`src/rtl/cfgx_pkg.sv`:
```
package cfgx_pkg;
  localparam int BUSY_BIT = 29;
  localparam int USE_BIT  = 30;
  localparam int SEL_BIT  = 31;

  typedef struct packed {
    logic [4:0] dev;
    logic [2:0] func;
    logic [5:0] regn;
    logic [1:0] ctype;
  } cfg_tgt_t;

  typedef enum logic [1:0] {ST_IDLE, ST_IO, ST_CFG, ST_RESP} rt_state_e;

  function automatic logic [31:0] lane_rev(input logic [31:0] w);
    return {w[7:0], w[15:8], w[23:16], w[31:24]};
  endfunction
endpackage

```
`src/rtl/cfgx_addr_reg.sv`:
```
module cfgx_addr_reg
  import cfgx_pkg::*;
(
  input  logic        clk_i,
  input  logic        rst_ni,
  input  logic        wr_i,
  input  logic [31:0] wdata_i,
  input  logic        busy_i,
  output cfg_tgt_t    tgt_o,
  output logic        armed_o,
  output logic [31:0] rdback_o
);
  cfg_tgt_t tgt_q;
  logic     use_q, sel_q;

  always_ff @(posedge clk_i or negedge rst_ni) begin
    if (!rst_ni) begin
      tgt_q <= '0;
      use_q <= 1'b0;
      sel_q <= 1'b0;
    end else if (wr_i) begin
      tgt_q <= wdata_i[15:0];
      use_q <= wdata_i[USE_BIT];
      sel_q <= wdata_i[SEL_BIT];
    end
  end

  assign tgt_o    = tgt_q;
  assign armed_o  = use_q & sel_q;
  assign rdback_o = {sel_q, use_q, busy_i, 13'b0, tgt_q};
endmodule

```
`src/rtl/cfgx_engine.sv`:
```
module cfgx_engine
  import cfgx_pkg::*;
#(
  parameter int TMO_W      = 8,
  parameter int CB_DEV     = 8,
  parameter bit SWAP_LANES = 1'b1
) (
  input  logic             clk_i,
  input  logic             rst_ni,
  input  logic [TMO_W-1:0] tmo_lim_i,
  input  logic             start_i,
  input  logic             we_i,
  input  logic [31:0]      wdata_i,
  input  cfg_tgt_t         tgt_i,
  output logic             bus_req_o,
  output logic             bus_we_o,
  output logic [31:0]      bus_wdata_o,
  output cfg_tgt_t         bus_tgt_o,
  output logic             bus_cardbus_o,
  input  logic             bus_ack_i,
  input  logic [31:0]      bus_rdata_i,
  output logic             active_o,
  output logic             busy_o,
  output logic             done_o,
  output logic [31:0]      rdata_o
);
  localparam logic [4:0] CB_DEV_V = 5'(CB_DEV);

  logic [31:0]      wd_lane, rd_lane;
  logic             act_q, we_q, done_q;
  logic [31:0]      wd_q, rdata_q;
  cfg_tgt_t         tgt_q;
  logic [TMO_W-1:0] cnt_q;
  logic             tmo_hit;

  if (SWAP_LANES) begin : g_swap
    assign wd_lane = lane_rev(wdata_i);
    assign rd_lane = lane_rev(bus_rdata_i);
  end else begin : g_straight
    assign wd_lane = wdata_i;
    assign rd_lane = bus_rdata_i;
  end

  assign tmo_hit = act_q && !bus_ack_i && (cnt_q == tmo_lim_i);

  always_ff @(posedge clk_i or negedge rst_ni) begin
    if (!rst_ni) begin
      act_q   <= 1'b0;
      we_q    <= 1'b0;
      done_q  <= 1'b0;
      wd_q    <= '0;
      rdata_q <= '0;
      tgt_q   <= '0;
      cnt_q   <= '0;
    end else begin
      done_q <= 1'b0;
      if (!act_q) begin
        if (start_i) begin
          act_q <= 1'b1;
          we_q  <= we_i;
          wd_q  <= wd_lane;
          tgt_q <= tgt_i;
          cnt_q <= '0;
        end
      end else if (bus_ack_i) begin
        act_q   <= 1'b0;
        done_q  <= 1'b1;
        rdata_q <= rd_lane;
      end else if (tmo_hit) begin
        act_q   <= 1'b0;
        done_q  <= 1'b1;
        rdata_q <= '1;
      end else begin
        cnt_q <= cnt_q + 1'b1;
      end
    end
  end

  assign bus_req_o     = act_q;
  assign bus_we_o      = we_q;
  assign bus_wdata_o   = wd_q;
  assign bus_tgt_o     = tgt_q;
  assign bus_cardbus_o = (tgt_q.ctype == 2'd0) && (tgt_q.dev == CB_DEV_V);
  assign active_o      = act_q;
  assign busy_o        = act_q & we_q;
  assign done_o        = done_q;
  assign rdata_o       = rdata_q;

  assert_req_held_R8: assert property (@(posedge clk_i) disable iff (!rst_ni)
    (bus_req_o && !bus_ack_i && !tmo_hit) |=> bus_req_o);
  assert_cnt_bound_R8: assert property (@(posedge clk_i) disable iff (!rst_ni)
    bus_req_o |-> (cnt_q <= tmo_lim_i));
  assert_fields_hold_R11: assert property (@(posedge clk_i) disable iff (!rst_ni)
    (bus_req_o && !bus_ack_i && !tmo_hit) |=> ($stable(bus_tgt_o) && $stable(bus_wdata_o)));
  assert_busy_end_R7: assert property (@(posedge clk_i) disable iff (!rst_ni)
    $fell(busy_o) |-> ($past(bus_ack_i) || $past(tmo_hit)));
endmodule

```
`src/rtl/cfgx_router.sv`:
```
module cfgx_router
  import cfgx_pkg::*;
#(
  parameter int WIN_AW = 8
) (
  input  logic              clk_i,
  input  logic              rst_ni,
  input  logic              hst_req_i,
  input  logic              hst_we_i,
  input  logic              hst_win_i,
  input  logic [WIN_AW-1:0] hst_addr_i,
  input  logic [31:0]       hst_wdata_i,
  output logic              hst_ack_o,
  output logic [31:0]       hst_rdata_o,
  input  logic              armed_i,
  input  logic [31:0]       reg_rdback_i,
  output logic              reg_wr_o,
  input  logic              eng_active_i,
  input  logic              eng_done_i,
  input  logic [31:0]       eng_rdata_i,
  output logic              eng_start_o,
  output logic              io_req_o,
  output logic              io_we_o,
  output logic [WIN_AW-1:0] io_addr_o,
  output logic [31:0]       io_wdata_o,
  input  logic              io_ack_i,
  input  logic [31:0]       io_rdata_i
);
  rt_state_e         st_q;
  logic [31:0]       rdata_q, io_wd_q;
  logic [WIN_AW-1:0] io_addr_q;
  logic              io_we_q;
  logic              idle_req, cfg_hit;

  assign idle_req    = (st_q == ST_IDLE) && hst_req_i;
  assign cfg_hit     = hst_win_i && (hst_addr_i == '0) && armed_i;
  assign reg_wr_o    = idle_req && !hst_win_i && hst_we_i;
  assign eng_start_o = idle_req && cfg_hit && !eng_active_i;

  always_ff @(posedge clk_i or negedge rst_ni) begin
    if (!rst_ni) begin
      st_q      <= ST_IDLE;
      rdata_q   <= '0;
      io_wd_q   <= '0;
      io_addr_q <= '0;
      io_we_q   <= 1'b0;
    end else begin
      unique case (st_q)
        ST_IDLE: if (hst_req_i) begin
          if (!hst_win_i) begin
            rdata_q <= reg_rdback_i;
            st_q    <= ST_RESP;
          end else if (cfg_hit) begin
            if (!eng_active_i) st_q <= hst_we_i ? ST_RESP : ST_CFG;
          end else begin
            io_addr_q <= hst_addr_i;
            io_we_q   <= hst_we_i;
            io_wd_q   <= hst_wdata_i;
            st_q      <= ST_IO;
          end
        end
        ST_IO: if (io_ack_i) begin
          rdata_q <= io_rdata_i;
          st_q    <= ST_RESP;
        end
        ST_CFG: if (eng_done_i) begin
          rdata_q <= eng_rdata_i;
          st_q    <= ST_RESP;
        end
        ST_RESP: st_q <= ST_IDLE;
        default: st_q <= ST_IDLE;
      endcase
    end
  end

  assign hst_ack_o   = (st_q == ST_RESP);
  assign hst_rdata_o = rdata_q;
  assign io_req_o    = (st_q == ST_IO);
  assign io_we_o     = io_we_q;
  assign io_addr_o   = io_addr_q;
  assign io_wdata_o  = io_wd_q;

  assert_ack_pulse_R7: assert property (@(posedge clk_i) disable iff (!rst_ni)
    hst_ack_o |=> !hst_ack_o);
  assert_io_hold_R12: assert property (@(posedge clk_i) disable iff (!rst_ni)
    (io_req_o && !io_ack_i) |=> (io_req_o && $stable(io_addr_o) && $stable(io_wdata_o)));
  assert_no_start_busy_R9: assert property (@(posedge clk_i) disable iff (!rst_ni)
    eng_active_i |-> !eng_start_o);
endmodule

```
`src/rtl/cfg_cycle_redirect.sv`:
```
module cfg_cycle_redirect
  import cfgx_pkg::*;
#(
  parameter int WIN_AW     = 8,
  parameter int TMO_W      = 8,
  parameter int CB_DEV     = 8,
  parameter bit SWAP_LANES = 1'b1
) (
  input  logic              clk_i,
  input  logic              rst_ni,
  input  logic [TMO_W-1:0]  tmo_lim_i,
  input  logic              hst_req_i,
  input  logic              hst_we_i,
  input  logic              hst_win_i,
  input  logic [WIN_AW-1:0] hst_addr_i,
  input  logic [31:0]       hst_wdata_i,
  output logic              hst_ack_o,
  output logic [31:0]       hst_rdata_o,
  output logic              io_req_o,
  output logic              io_we_o,
  output logic [WIN_AW-1:0] io_addr_o,
  output logic [31:0]       io_wdata_o,
  input  logic              io_ack_i,
  input  logic [31:0]       io_rdata_i,
  output logic              cfg_req_o,
  output logic              cfg_we_o,
  output logic [1:0]        cfg_type_o,
  output logic [5:0]        cfg_reg_o,
  output logic [2:0]        cfg_func_o,
  output logic [4:0]        cfg_dev_o,
  output logic              cfg_cardbus_o,
  output logic [31:0]       cfg_wdata_o,
  input  logic              cfg_ack_i,
  input  logic [31:0]       cfg_rdata_i,
  output logic              cfg_busy_o
);
  cfg_tgt_t    reg_tgt, bus_tgt;
  logic        armed, reg_wr, eng_start, eng_active, eng_busy, eng_done;
  logic [31:0] rdback, eng_rdata;

  cfgx_addr_reg u_addr_reg (
    .clk_i    (clk_i),
    .rst_ni   (rst_ni),
    .wr_i     (reg_wr),
    .wdata_i  (hst_wdata_i),
    .busy_i   (eng_busy),
    .tgt_o    (reg_tgt),
    .armed_o  (armed),
    .rdback_o (rdback)
  );

  cfgx_router #(.WIN_AW(WIN_AW)) u_router (
    .clk_i        (clk_i),
    .rst_ni       (rst_ni),
    .hst_req_i    (hst_req_i),
    .hst_we_i     (hst_we_i),
    .hst_win_i    (hst_win_i),
    .hst_addr_i   (hst_addr_i),
    .hst_wdata_i  (hst_wdata_i),
    .hst_ack_o    (hst_ack_o),
    .hst_rdata_o  (hst_rdata_o),
    .armed_i      (armed),
    .reg_rdback_i (rdback),
    .reg_wr_o     (reg_wr),
    .eng_active_i (eng_active),
    .eng_done_i   (eng_done),
    .eng_rdata_i  (eng_rdata),
    .eng_start_o  (eng_start),
    .io_req_o     (io_req_o),
    .io_we_o      (io_we_o),
    .io_addr_o    (io_addr_o),
    .io_wdata_o   (io_wdata_o),
    .io_ack_i     (io_ack_i),
    .io_rdata_i   (io_rdata_i)
  );

  cfgx_engine #(.TMO_W(TMO_W), .CB_DEV(CB_DEV), .SWAP_LANES(SWAP_LANES)) u_engine (
    .clk_i         (clk_i),
    .rst_ni        (rst_ni),
    .tmo_lim_i     (tmo_lim_i),
    .start_i       (eng_start),
    .we_i          (hst_we_i),
    .wdata_i       (hst_wdata_i),
    .tgt_i         (reg_tgt),
    .bus_req_o     (cfg_req_o),
    .bus_we_o      (cfg_we_o),
    .bus_wdata_o   (cfg_wdata_o),
    .bus_tgt_o     (bus_tgt),
    .bus_cardbus_o (cfg_cardbus_o),
    .bus_ack_i     (cfg_ack_i),
    .bus_rdata_i   (cfg_rdata_i),
    .active_o      (eng_active),
    .busy_o        (eng_busy),
    .done_o        (eng_done),
    .rdata_o       (eng_rdata)
  );

  assign cfg_type_o = bus_tgt.ctype;
  assign cfg_reg_o  = bus_tgt.regn;
  assign cfg_func_o = bus_tgt.func;
  assign cfg_dev_o  = bus_tgt.dev;
  assign cfg_busy_o = eng_busy;

  assert_launch_armed_R2: assert property (@(posedge clk_i) disable iff (!rst_ni)
    $rose(cfg_req_o) |-> $past(armed));
  assert_one_port_R4: assert property (@(posedge clk_i) disable iff (!rst_ni)
    $rose(io_req_o) |-> !$rose(cfg_req_o));
endmodule

```
`config.mk`:
```
export PLATFORM = sky130hd
export DESIGN_NAME = cfg_cycle_redirect
export DESIGN_NICKNAME = d
export VERILOG_FILES = /design/src/rtl/cfgx_pkg.sv /design/src/rtl/cfgx_addr_reg.sv /design/src/rtl/cfgx_engine.sv /design/src/rtl/cfgx_router.sv /design/src/rtl/cfg_cycle_redirect.sv
export SDC_FILE = /design/constraint.sdc
export NUM_CORES = 1
export LEC_CHECK = 0
export BUFFER_PORTS_ARGS = -buffer_cell sky130_fd_sc_hd__buf_2
export CORE_MARGIN = 10
export CORE_UTILIZATION = 55
export DETAILED_ROUTE_END_ITERATION = 6
export GPL_ROUTABILITY_DRIVEN = 0
export PLACE_DENSITY_LB_ADDON = 0.2
export SLEW_MARGIN = 30
export SYNTH_ARGS = -nofsm -noshare
export SYNTH_HDL_FRONTEND = slang
export SYNTH_SLANG_ARGS = --single-unit
```
`constraint.sdc`:
```
create_clock -name clk_i -period 3.93 [get_ports clk_i]
set_clock_uncertainty 0.1 [all_clocks]
set_input_delay 0.5895 -clock clk_i [delete_from_list [all_inputs] [get_ports clk_i]]
set_output_delay 0.5895 -clock clk_i [all_outputs]
set_load 0.01 [all_outputs]
```
# Word-level counts from Yosys, hierarchy flattened
# Cells that the tools add are included.
# word_totals
register_bits	184
output_inout_bits	127
input_bits	119
# classes
muxes	26
bitwise_logic	4
addsub	1
reduce_logical	25
eq_ne	12
# ops
operator	n
$mux W32	6
$pmux W32 S3	1
$mux W8	4
$mux W2	6
$logic_and A1 B1 Y1	10
$add A8 B1 Y8 const B	1
$eq A8 B8 Y1	1
$logic_not A8 Y1	1
$mux W1	8
$ne A2 B2 Y1 const B	4
$pmux W2 S4	1
$reduce_and A4 Y1	2
$eq A5 B4 Y1 const B	1
$reduce_and A5 Y1	1
$eq A2 B2 Y1 const B	2
$logic_not A2 Y1	2
$ne A2 B1 Y1 const B	2
$ne A4 B4 Y1 const B	1
$reduce_and A2 Y1	2
$reduce_bool A2 Y1	2
$logic_not A1 Y1	3
$reduce_and A3 Y1	1
$reduce_bool A3 Y1	1
$and A1 B1 Y1	2
2 further kinds	3

# Depth between registers and ports, before layout
# depth
word_depth	7
ltp_mapped	10
ltp_nobuf	7

# By module
# A second synthesis with hierarchy kept.
# hier_totals
cells_unflattened	747
hier_area_um2	8177.8
# by_module_without_submodules
module	cells_per_inst	seq_area_each_um2	n_inst	area_per_inst_um2
cfgx_router	329	1876.8	1	3611.0
cfgx_engine	346	2277.2	1	3594.7
cfgx_addr_reg	72	450.4	1	972.2

# Least setup slack after synthesis
# OpenSTA, ideal clock, no wires.
# synth_timing
kind	register -> output
startpoint	register u_engine.tgt_q (netlist bit u_engine.bus_tgt_o[11])
endpoint	output port cfg_cardbus_o
stages_incl_launch_ff	3
t_arrival_ns	1.429
slack_ns	1.812
path_buffers	0
t_required_ns	3.240
cell_sequence	dfrtp_1 -> or4b_2 -> nor4_1
# synth_via
elab_chain_cells	2
# synth_rtl
element	line_no	rtl
start: declaration	cfgx_engine.sv:32	cfg_tgt_t tgt_q;
start signal: assignment	cfgx_engine.sv:62	tgt_q <= tgt_i;
$eq A5 B4 Y1	cfgx_engine.sv:83	assign bus_cardbus_o = (tgt_q.ctype == 2'd0) && (tgt_q.dev == CB_DEV_V);
$logic_and A1 B1 Y1	cfgx_engine.sv:83	
end: declaration	cfg_cycle_redirect.sv:31	output logic cfg_cardbus_o,
# No other way between the ends.

# Worst setup path in the final report
# Ends and elaborated chain as after synthesis.

==> flow_summary.toml <==
[outcome]
status = "finished, final reports clean"

[synth]
syn-num-nets = 759
yosys_warnings = 0
synthCells = 635
synth_cell_types = 43
netlist_area_sq_um = 7870
avgSynthCellArea_sq_um = 12.4
ys_seq_elements = 184
seq_area_frac_synth = 0.585

[cts]
cts_buffers = 17
cts_hold_buf = 0
clock_sinks = 184
cts_tree = "done"
clockRootBuffer = "clkbuf_16"
post_cts_buffers = 0
cts.clk_slew.worst_paths_ns = 0.07
htreeDepth = 4
clk_latency_ns = 0.42
clock_path_buffers = 2
cts_resized = 0

[sta]
worst_slew_pin_slew_ns = 0.814
finalHoldViolations = 0
finalCriticalPeriod_ns = 2.59
layout_setup_ws_ns = 1.34
min_period_over_period = 0.659
rsz0062_at_grt = "no"
tns_ns = 0
slew_headroom = 0.457
slew_viol_final = 0
fmax_mhz = 386
finalSetupViolCount = 0

[pwr]
fin_total_pwr_mw = 6.68
p_switching_mw = 2.26
sequentialPowerShare = 0.393
clkPwrFrac = 0.274
swShare = 0.339
power.leakage_nw = 5.25
ir_drop_uv = 526
combPwrFrac = 0.333
p_int_mw = 4.42
p_per_area_nw_per_um2 = 680

[drt]
vias = 5875
drt_iter0_markers = 354
firstDrtPassIters = 5
ant_nets = 0
wl_per_cell_um = 20.4
post_drt_via_cell_ratio = 5.55
wirelength_mm = 21.5
drc = 0

[cells_and_area]
final_cells = 1058
layout-drive-gt1-share = 0.440
fin_util = 0.705
syn_to_final_growth_pct = 24.9
layout_commonest_cell = "buf_2"
layout_common_cells = "244 x buf_2, 184 x dfrtp_1, 132 x nand2_1, 53 x o21ai_0, 52 x mux2_2"
nets = 988

[floorplan]
die_h_um = 140
rows = 43
core_area_sq_um = 13900
io_pins = 246
dieArea_sq_um = 19500
start_util = 0.565
die_w_um = 140

[grt]
grt_overflow = 0
met2_usage = 0.358
grt_pass1_vias = 6271
grt_use_met1 = 0.262
grt_pass1_wl_mm = 34.3
met3_usage = 0.0769
busiest_layer = "met2"
grt_max_degree = 101
antenna_found_initial = 2
grt_use_total = 0.218

[worst_hold_path]
hold_class = "input port to async pin"

[placed_design]
io_buffers = 245
dp.cells = 1024
dp_hpwl_mm = 15.4
dp_slack_ns = 1.25

[worst_setup_path]
worstPathArrival_ns = 1.90
crit_fanout = 3
start_kind = "flop"
crit_type = "flop to output port"
cp.required_ns = 3.24
cp-end-kind = "output port"

[flow_run]
maxCapViolCount = 0
kinds of logic after synthesis:
logic type,share of synthesized area
flip-flops,0.585
multiplexers,0.153
AND/OR/NAND/NOR,0.0908
AO/OA/AOI/OAI,0.119
XOR/XNOR,0.00891
adder cells (fa/ha/maj),0.00795
buffers and inverters,0.0348
worst paths after layout:
kind | from | slack, ns | cells past startpoint | to
worst min-delay path | rst_ni | 0.10 | 1 | u_engine.rdata_o[19]
worst max-delay path | u_engine.bus_tgt_o[11] | 1.34 | 3 | cfg_cardbus_o
worst max register to register | u_router.st_q[0] | 1.52 | 7 | u_router.hst_rdata_o[29]
worst min register to register | u_engine.bus_tgt_o[6] | 0.37 | 2 | u_engine.bus_tgt_o[6]
min in group clk_i | cfg_rdata_i[30] | 0.27 | 2 | u_engine.rdata_o[6]
max in group asynchronous | rst_ni | 2.66 | 2 | u_engine.rdata_o[9]
critical path: stages (launching register included):
cell,delay [ns]
dfrtp_1,0.41
or4b_2,0.71
nor4_1,0.17
buf_2,0.19
registers in the layout (all words and copies together), names as in the netlist:
name	count
u_engine.bus_wdata_o	32
u_engine.rdata_o	32
u_router.hst_rdata_o	32
u_router.io_wdata_o	32
u_addr_reg.rdback_o	16
u_engine.bus_tgt_o	16
u_engine.cnt_q	8
u_router.io_addr_o	8
u_router.st_q	2
u_addr_reg.sel_q	1
u_addr_reg.use_q	1
u_engine.active_o	1
u_engine.bus_we_o	1
u_engine.done_o	1
u_router.io_we_o	1
synthesized netlist by cell type:
library cell,number,share of area
nor3_1,2,0.0013
or2_2,1,0.00080
and3b_1,1,0.0011
dfrtp_1,184,0.59
buf_1,2,0.00095
and4_4,1,0.0014
o21ai_0,53,0.034
nand3_1,4,0.0025
nand2_1,133,0.063
clkbuf_1,24,0.011
xor2_1,8,0.0089
a211oi_1,1,0.00095
a2111oi_4,1,0.0035
o211ai_1,1,0.00095
mux2_2,52,0.074
o22a_1,32,0.036
and2_1,1,0.00080
buf_4,3,0.0029
mux2_4,40,0.076
a31oi_1,1,0.00080
nor4_1,2,0.0016
buf_6,1,0.0014
or4b_2,1,0.0013
nor2_1,7,0.0033
buf_12,4,0.010
ha_1,5,0.0080
a21boi_0,1,0.00095
mux2i_1,2,0.0025
a21boi_2,1,0.0014
inv_1,6,0.0029
o21bai_1,1,0.00095
nand3_2,1,0.0013
and4b_1,1,0.0013
nand2_2,1,0.00080
a22o_1,18,0.020
and3_1,2,0.0016
nor4_2,2,0.0032
a21o_1,2,0.0019
nor2b_1,3,0.0024
buf_2,8,0.0051
nand4b_1,1,0.0011
nand4_2,1,0.0016
a22oi_1,19,0.018
per-layer routing:
layer  vias up  wire [um]
li1       2695          -
met1      2928       8740
met2       224      10800
met3        26       1710
met4         2        312
met5         -         17
metrics by stage:
| stage | cell area (sq um) | hold WS [ns] |
|---|---|---|
| floorplan | 7870 | 0.194 |
| global placement | 9150 | 0.355 |
| detailed placement | 9160 | 0.357 |
| CTS | 9790 | 0.113 |
| global route | 9830 | 0.140 |
| finish | 9830 | 0.101 |
power groups by stage:
stage | Clock, mW | Sequential (mW) | Combinational, mW
final | 1.83 | 2.62 | 2.23
after global placement | 0 | 2.63 | 2.17
after CTS | 1.86 | 2.62 | 2.26
after global routing | 1.93 | 2.67 | 2.49
after detailed placement | 0 | 2.65 | 2.25
after floorplan | 0 | 2.73 | 1.34
layout make-up:
| cell class | instances | area (sq um) |
|---|---|---|
| Clock buffer | 22 | 474 |
| Multi-Input combinational cell | 403 | 3020 |
| Antenna cell | 1 | 2.50 |
| Fill cell | 1024 | 4110 |
| Tap cell | 180 | 225 |
| Timing Repair Buffer | 252 | 1320 |
| Clock inverter | 10 | 164 |
| Sequential cell | 184 | 4600 |
| Inverter | 6 | 22.5 |
No activity file was read; power rests on OpenSTA's default activity.
